File: config.mk
export PLATFORM = sky130hd
export DESIGN_NAME = led_sink_core
export DESIGN_NICKNAME = d
export VERILOG_FILES = /design/src/rtl/led_core_pkg.sv /design/src/rtl/led_shift_chain.sv /design/src/rtl/led_mode_ctrl.sv /design/src/rtl/led_latch_stage.sv /design/src/rtl/led_sink_core.sv
export SDC_FILE = /design/constraint.sdc
export NUM_CORES = 1
export LEC_CHECK = 0
export ABC_CLOCK_PERIOD_IN_PS = 4900
export BUFFER_PORTS_ARGS = -buffer_cell sky130_fd_sc_hd__clkbuf_2
export CORE_UTILIZATION = 60
export DETAILED_ROUTE_END_ITERATION = 6
export GPL_TIMING_DRIVEN = 1
export PLACE_DENSITY = 0.86
export SETUP_SLACK_MARGIN = 0.15
export SLEW_MARGIN = 0
export SYNTH_ARGS = -nofsm -noshare
export SYNTH_HDL_FRONTEND = slang
export SYNTH_SLANG_ARGS = --single-unit
File: constraint.sdc
create_clock -name clk_i -period 4.9 [get_ports clk_i]
set_input_delay 0.735 -clock clk_i [delete_from_list [all_inputs] [get_ports clk_i]]
set_output_delay 0.735 -clock clk_i [all_outputs]
set_load 0.01 [all_outputs]
File: src/rtl/led_core_pkg.sv
package led_core_pkg;

    typedef enum logic {
        MODE_NORMAL = 1'b0,
        MODE_DETECT = 1'b1
    } drv_mode_e;

    // Pin-pattern history, bit 3 oldest, bit 0 newest; the fifth sample is
    // the current one and must be (oe_n=1, le=0) for both patterns.
    localparam int          HIST_LEN       = 4;
    localparam logic [3:0]  OE_PAT_HIST    = 4'b1011;
    localparam logic [3:0]  LE_ENTER_HIST  = 4'b0001;
    localparam logic [3:0]  LE_LEAVE_HIST  = 4'b0000;

endpackage

File: src/rtl/led_shift_chain.sv
module led_shift_chain #(
    parameter int WIDTH = 16
) (
    input  logic             clk_i,
    input  logic             rst_n_i,
    input  logic             sdi_i,
    input  logic             load_i,
    input  logic [WIDTH-1:0] load_val_i,
    output logic [WIDTH-1:0] chain_o,
    output logic [WIDTH-1:0] chain_nxt_o,
    output logic             sdo_o
);

    typedef struct packed {
        logic [WIDTH-1:0] bits;
    } chain_t;

    chain_t chain_d, chain_q;

    always_comb begin
        chain_d = chain_q;
        if (load_i) begin
            chain_d.bits = load_val_i;
        end else begin
            chain_d.bits = {chain_q.bits[WIDTH-2:0], sdi_i};
        end
    end

    always_ff @(posedge clk_i or negedge rst_n_i) begin
        if (!rst_n_i) begin
            chain_q <= '0;
        end else begin
            chain_q <= chain_d;
        end
    end

    assign chain_o     = chain_q.bits;
    assign chain_nxt_o = chain_d.bits;
    assign sdo_o       = chain_q.bits[WIDTH-1];


    sdo_follows_chain_chk: assert property (@(posedge clk_i) disable iff (!rst_n_i)
        !load_i |=> sdo_o == $past(chain_q.bits[WIDTH-2]));


    load_copies_flags_chk: assert property (@(posedge clk_i) disable iff (!rst_n_i)
        load_i |=> chain_o == $past(load_val_i));

endmodule

File: src/rtl/led_mode_ctrl.sv
module led_mode_ctrl
    import led_core_pkg::*;
#(
    parameter int WIDTH = 16
) (
    input  logic             clk_i,
    input  logic             rst_n_i,
    input  logic             oe_n_i,
    input  logic             le_i,
    input  logic [WIDTH-1:0] fault_open_i,
    input  logic [WIDTH-1:0] fault_short_i,
    output logic             load_o,
    output logic [WIDTH-1:0] load_val_o
);

    typedef struct packed {
        drv_mode_e              mode;
        logic                   captured;
        logic                   oe_prev;
        logic [HIST_LEN-1:0]    hist_oe;
        logic [HIST_LEN-1:0]    hist_le;
        logic [WIDTH-1:0]       flags;
    } mode_state_t;

    mode_state_t st_d, st_q;
    logic        pat_tail;
    logic        enter_hit;
    logic        leave_hit;
    logic        load_hit;

    always_comb begin
        st_d      = st_q;
        pat_tail  = oe_n_i && !le_i && (st_q.hist_oe == OE_PAT_HIST);
        enter_hit = pat_tail && (st_q.hist_le == LE_ENTER_HIST)
                    && (st_q.mode == MODE_NORMAL);
        leave_hit = pat_tail && (st_q.hist_le == LE_LEAVE_HIST)
                    && (st_q.mode == MODE_DETECT);
        load_hit  = (st_q.mode == MODE_DETECT) && !st_q.captured
                    && !st_q.oe_prev && oe_n_i;

        st_d.oe_prev = oe_n_i;
        st_d.hist_oe = {st_q.hist_oe[HIST_LEN-2:0], oe_n_i};
        st_d.hist_le = {st_q.hist_le[HIST_LEN-2:0], le_i};

        if ((st_q.mode == MODE_DETECT) && !oe_n_i) begin
            st_d.flags = fault_open_i | fault_short_i;
        end
        if (load_hit) begin
            st_d.captured = 1'b1;
        end

        if (enter_hit) begin
            st_d.mode     = MODE_DETECT;
            st_d.captured = 1'b0;
            st_d.flags    = '0;
            st_d.hist_oe  = '0;
            st_d.hist_le  = '0;
        end else if (leave_hit) begin
            st_d.mode     = MODE_NORMAL;
            st_d.hist_oe  = '0;
            st_d.hist_le  = '0;
        end
    end

    always_ff @(posedge clk_i or negedge rst_n_i) begin
        if (!rst_n_i) begin
            st_q <= '{mode: MODE_NORMAL, captured: 1'b0, oe_prev: 1'b0,
                      hist_oe: '0, hist_le: '0, flags: '0};
        end else begin
            st_q <= st_d;
        end
    end

    assign load_o     = load_hit;
    assign load_val_o = st_q.flags;


    mode_change_on_idle_sample_chk: assert property (@(posedge clk_i) disable iff (!rst_n_i)
        !$stable(st_q.mode) |-> $past(oe_n_i) && !$past(le_i));


    single_load_chk: assert property (@(posedge clk_i) disable iff (!rst_n_i)
        load_o |=> !load_o && st_q.captured);

endmodule

File: src/rtl/led_latch_stage.sv
module led_latch_stage #(
    parameter int WIDTH    = 16,
    parameter int IDLE_CYC = 16
) (
    input  logic             clk_i,
    input  logic             rst_n_i,
    input  logic             le_i,
    input  logic [WIDTH-1:0] chain_i,
    input  logic [WIDTH-1:0] chain_nxt_i,
    output logic [WIDTH-1:0] latched_o,
    output logic             pwr_save_o
);

    localparam int CNT_W = $clog2(IDLE_CYC + 1);
    localparam logic [CNT_W-1:0] CNT_FULL = CNT_W'(IDLE_CYC);

    typedef struct packed {
        logic [WIDTH-1:0] hold;
        logic [CNT_W-1:0] idle;
    } latch_state_t;

    latch_state_t lt_d, lt_q;
    logic [WIDTH-1:0] view;

    always_comb begin
        lt_d = lt_q;
        if (le_i) begin
            lt_d.hold = chain_nxt_i;
        end
        if (lt_d.hold != lt_q.hold) begin
            lt_d.idle = '0;
        end else if (lt_q.idle != CNT_FULL) begin
            lt_d.idle = lt_q.idle + 1'b1;
        end
        view = le_i ? chain_i : lt_q.hold;
    end

    always_ff @(posedge clk_i or negedge rst_n_i) begin
        if (!rst_n_i) begin
            lt_q <= '{hold: '0, idle: CNT_FULL};
        end else begin
            lt_q <= lt_d;
        end
    end

    assign latched_o  = view;
    assign pwr_save_o = (view == '0) && (lt_q.idle == CNT_FULL);


    hold_when_closed_chk: assert property (@(posedge clk_i) disable iff (!rst_n_i)
        !le_i |=> lt_q.hold == $past(lt_q.hold));


    save_needs_steady_chk: assert property (@(posedge clk_i) disable iff (!rst_n_i)
        $rose(pwr_save_o) |-> lt_q.hold == $past(lt_q.hold));

endmodule

File: src/rtl/led_sink_core.sv
module led_sink_core
    import led_core_pkg::*;
#(
    parameter int CHANNELS = 16,
    parameter int IDLE_CYC = 16
) (
    input  logic                clk_i,
    input  logic                rst_n_i,
    input  logic                sdi_i,
    input  logic                le_i,
    input  logic                oe_n_i,
    input  logic [CHANNELS-1:0] fault_open_i,
    input  logic [CHANNELS-1:0] fault_short_i,
    output logic                sdo_o,
    output logic [CHANNELS-1:0] chan_on_o,
    output logic                pwr_save_o
);

    logic                load;
    logic [CHANNELS-1:0] load_val;
    logic [CHANNELS-1:0] chain;
    logic [CHANNELS-1:0] chain_nxt;
    logic [CHANNELS-1:0] latched;

    led_mode_ctrl #(.WIDTH(CHANNELS)) mode_i (
        .clk_i         (clk_i),
        .rst_n_i       (rst_n_i),
        .oe_n_i        (oe_n_i),
        .le_i          (le_i),
        .fault_open_i  (fault_open_i),
        .fault_short_i (fault_short_i),
        .load_o        (load),
        .load_val_o    (load_val)
    );

    led_shift_chain #(.WIDTH(CHANNELS)) chain_i (
        .clk_i       (clk_i),
        .rst_n_i     (rst_n_i),
        .sdi_i       (sdi_i),
        .load_i      (load),
        .load_val_i  (load_val),
        .chain_o     (chain),
        .chain_nxt_o (chain_nxt),
        .sdo_o       (sdo_o)
    );

    led_latch_stage #(.WIDTH(CHANNELS), .IDLE_CYC(IDLE_CYC)) latch_i (
        .clk_i       (clk_i),
        .rst_n_i     (rst_n_i),
        .le_i        (le_i),
        .chain_i     (chain),
        .chain_nxt_i (chain_nxt),
        .latched_o   (latched),
        .pwr_save_o  (pwr_save_o)
    );

    for (genvar k = 0; k < CHANNELS; k++) begin : g_gate
        assign chan_on_o[k] = latched[k] & ~oe_n_i;
    end


    no_drive_when_off_chk: assert property (@(posedge clk_i) disable iff (!rst_n_i)
        (chan_on_o != '0) |-> !oe_n_i && !pwr_save_o);

endmodule

# Yosys cells after proc, flatten, opt, wreduce, memory -nomap -nowiden
# Index checks and enable logic that the tools add are counted.
dict set report word_totals {
  register_bits 64
  in_bits 37
  out_inout_bits 18
  wordCells 68
}
dict set report op_classes {
  add_sub_neg 1
  eq_ne 5
  muxes 13
  bitwise_logic 19
  reduce_logical 21
}
# operator n
set op_table {}
lappend op_table {{16-bit two-way mux} 5}
lappend op_table {{1-bit AND} 16}
lappend op_table {{16-bit zero test} 1}
lappend op_table {{8-bit two-way mux} 2}
lappend op_table {{16-bit != test} 1}
lappend op_table {{16-bit OR} 1}
lappend op_table {{1-bit logical AND} 11}
lappend op_table {{5-bit two-way mux} 2}
lappend op_table {{2-bit nonzero test} 4}
lappend op_table {{5-bit by 1-bit adder with 5-bit output, second input constant} 1}
lappend op_table {{5-bit == test, second input constant} 1}
lappend op_table {{5-bit != test, second input constant} 1}
lappend op_table {{4-bit by 1-bit == test with 1-bit output, second input constant} 1}
lappend op_table {{4-bit == test, second input constant} 1}
lappend op_table {{1-bit zero test} 4}
lappend op_table {{4-bit zero test} 1}
lappend op_table {{1-bit two-way mux} 4}
lappend op_table {{1-bit inverter} 2}

# Depth between registers and ports, before layout
dict set report depth {
  ltp_word 8
  depth_mapped 8
  ltp_nobuf 8
}

# Modules after synthesis
# Synthesis repeated with hierarchy kept, for this count alone.
dict set report unflattened {
  cells_unflattened 331
  area_unflattened_um2 3412.0
}
# mod n_inst cells_each area_each_um2 seq_area_each_um2
set by_module_without_submodules {}
lappend by_module_without_submodules {led_latch_stage 1 161 1312.5 526.8}
lappend by_module_without_submodules {led_mode_ctrl 1 118 1298.7 675.6}
lappend by_module_without_submodules {led_shift_chain 1 35 656.9 400.4}
lappend by_module_without_submodules {led_sink_core 1 17 143.9 0.0}

# Worst setup path before layout
# Ideal clock, no wire load.
dict set report synth_path {
  path_type {input to output}
  start {in le_i}
  end {out pwr_save_o}
  arrival_ns 1.953
  required_ns 4.165
  path_slack_ns 2.212
  stages 4
  n_path_buf 2
  path_cell_list {clkbuf_1 > clkbuf_1 > a22oi_1 > nor4_1}
}
dict set report synth_via {
  elab_chain_len 3
}
# item line
set synth_lines {}
lappend synth_lines {{start: declaration} led_sink_core.sv:10} ;# input logic le_i,
lappend synth_lines {{16-bit two-way mux} led_latch_stage.sv:35} ;# view = le_i ? chain_i : lt_q.hold;
lappend synth_lines {{16-bit zero test} led_latch_stage.sv:47} ;# assign pwr_save_o = (view == '0) && (lt_q.idle == CNT_FULL);
lappend synth_lines {{1-bit logical AND} led_latch_stage.sv:47}
lappend synth_lines {{end: declaration} led_sink_core.sv:16} ;# output logic pwr_save_o
# No other way between the ends.

# Worst setup path after layout
# Same ends and word-level chain as after synthesis.

==> impl_metrics.toml <==
[placement]
place.gp.congestion = 0.944
dp.cells = 455
port_buffers = 54
placed_cell_area_mm2 = 0.00355
post-place-ws_ns = 1.61
dp_hpwl_um = 5290

[worst_setup_path]
slowest_delay_ns = 0.74
worstPathCellList = "clkbuf_2 -> inv_1 -> o21ai_0 -> nand2_1 -> nor4_1 -> clkbuf_2"
startpoint_type = "input port"
critPathSlowestCell = "clkbuf_2"
crit_top_cell = "clkbuf_2"
worstPathRequired_ns = 4.16
worstPathArrival_ns = 2.60
crit_fanout = 43
endpoint_kind = "primary output"
path_class = "input port to primary output"

[clock_network]
cts_made_buffers = 9
post_cts_resized = 0
worstSkewPairLatency_ns = 0.33
clkSlewWorstSetupHoldPaths_ns = 0.06
root_buffer = "clkbuf_8"
post_cts_buffers = 0
cts_num_sinks = 64
ctsHoldBuffers = 0
h-tree-depth = 3
clk_path_buf_depth = 2
tritoncts = "yes"

[timing]
finalCritPeriodShare = 0.680
rsz0062_at_grt = "no"
min_period_ns = 3.33
fmax_mhz = 300
drv_slew = 0
layout_setup_ws_ns = 1.57
setup_tns_ns = 0
maxSlewHeadroom = 0.327
hold_viol = 0
tightest_slew_ns = 1.01
fin_skew_ns = 0.00664
finalSetupViolCount = 0

[final_layout]
stdcell_count = 471
fin_nets = 435
drive_above_1_share = 0.187
antenna_cells = 0
area_growth_pct = 14.5
final_area_mm2 = 0.00373

[die]
core_region_area_mm2 = 0.00517
fp.dieH_um = 75.7
fp.dieW_um = 75.7
floorplan.die_area_mm2 = 0.00573
num_rows = 26
ios = 55
initial_utilization = 0.630

[yosys]
yosysMostFrequentCell = "dfrtp_1"
synth_fp_nets = 387
ys_top_cells_by_area = "dfrtp_1, mux2i_1, nor2_1"
yosysUniqueCellTypes = 49
synthTopCellsByCount = "dfrtp_1, nor2_1, nand2_1"
synthFlopType = "dfrtp_1"
yosys_warnings = 0
syn_area_per_cell_um2 = 9.36
synth_top_area_share = 0.484
syn_area_mm2 = 0.00326
ys_ff_latch = 64
ys_seq_area_frac = 0.492
synth-edff-count = 0
synth_largest_area_cell = "dfrtp_1"
synth-async-reset-ratio = 1.00
netlist_instances = 348

[route]
detail-route-antenna-nets = 0
dr.pass1.iters = 4
via_count = 2762
drtIter0Drc = 265
drc = 0
routed_wirelength_um = 7300
routed_via_density = 5.86
wl_per_cell_um = 15.5

[global_routing]
grt_max_degree = 65
grt_overflow = 0
grt_use_total = 0.285
grt_pass1_vias = 2567
grt_pass1_wl_um = 11900
antenna_found_initial = 0

[pwr]
p_sw_uw = 377
seqPwrFrac = 0.519
p_clk_frac = 0.323
powerDensity_mw_per_mm2 = 349
p_int_uw = 924
power_uw = 1300
irDropWorstVdd_mv = 0.244
comb_power_share = 0.158
p_leak_uw = 0.00175
switching_share = 0.289

[status]
outcome = "complete, no violations"

[job]
drv_cap = 0

[hold_path]
min_path_type = "flip-flop to flip-flop"
## power by group through the flow
stage               registers [µW]  logic [µW]  clock network [µW]
floorplan                      653         143                   0
global placement               679         195                   0
detailed placement             682         205                   0
CTS                            673         206                 425
global route                   683         232                 450
finish                         675         206                 420
## final timing paths
path / cells after the start / slack (ns) / to / startpoint
min in group asynchronous: 2 / 0.55 / mode_i.load_val_o[9] / rst_n_i
hold / removal: 0 / 0.37 / mode_i.st_q[23] / mode_i.st_q[22]
setup / recovery: 6 / 1.57 / pwr_save_o / le_i
max in group asynchronous: 2 / 3.82 / latch_i.lt_q[13] / rst_n_i
setup reg to reg: 6 / 2.31 / latch_i.lt_q[1] / mode_i.st_q[24]
hold reg to reg: 0 / 0.37 / mode_i.st_q[23] / mode_i.st_q[22]
## registers in the layout, summed over array words and instances, names as in the netlist
name,cells
mode_i.load_val_o,16
latch_i.lt_q,21
chain_i.chain_o,16
mode_i.st_q,11
## cell usage in the layout, fill, tap and decap left out, types with 6 or more instances in the layout
cell type  count
dfrtp_1       63
nor2_1        56
clkbuf_2      54
nand2_1       29
mux2i_1       26
inv_1         21
nand3_1       21
o21ai_0       15
a21oi_1       11
clkbuf_8       9
xor2_1         7
nor4_1         6
xnor2_1        6
## per-stage QoR
step	utilization	hold slack, ns
2_1_floorplan	-	0.422
3_3_place_gp	0.686	0.352
3_5_place_dp	0.686	0.361
4_1_cts	0.721	0.375
5_1_grt	0.721	0.390
6_report	0.721	0.370
## layer usage
layer	wire length [µm]	up-vias	track usage
met5	0	-	0
met4	244	0	0.152
met3	601	24	0.0463
met2	3330	131	0.436
met1	3130	1303	0.395
li1	-	1304	-
## worst max-delay path: cells and delay by family
family                 cells  cell delay, ns
buffers and inverters      3            1.16
AND/OR/NAND/NOR            2            0.42
AO/OA/AOI/OAI              1            0.27
## cell families after synthesis
group           Yosys count  share of synthesized area
simple gates            144                      0.216
flops                    64                      0.492
compound gates           57                      0.115
buf+inv                  41                     0.0511
mux                      27                     0.0834
xor+xnor                 13                     0.0350
fa+ha+maj                 2                    0.00768
## cell type report
cell class / count / area [µm²]
Timing Repair Buffer: 57 / 293
Clock buffer: 12 / 135
Fill cell: 390 / 1440
Clock inverter: 4 / 45.0
Multi-Input combinational cell: 243 / 1490
Sequential cell: 64 / 1600
Inverter: 21 / 78.8
Tap cell: 70 / 87.6
No activity file was read; power rests on OpenSTA's default activity.
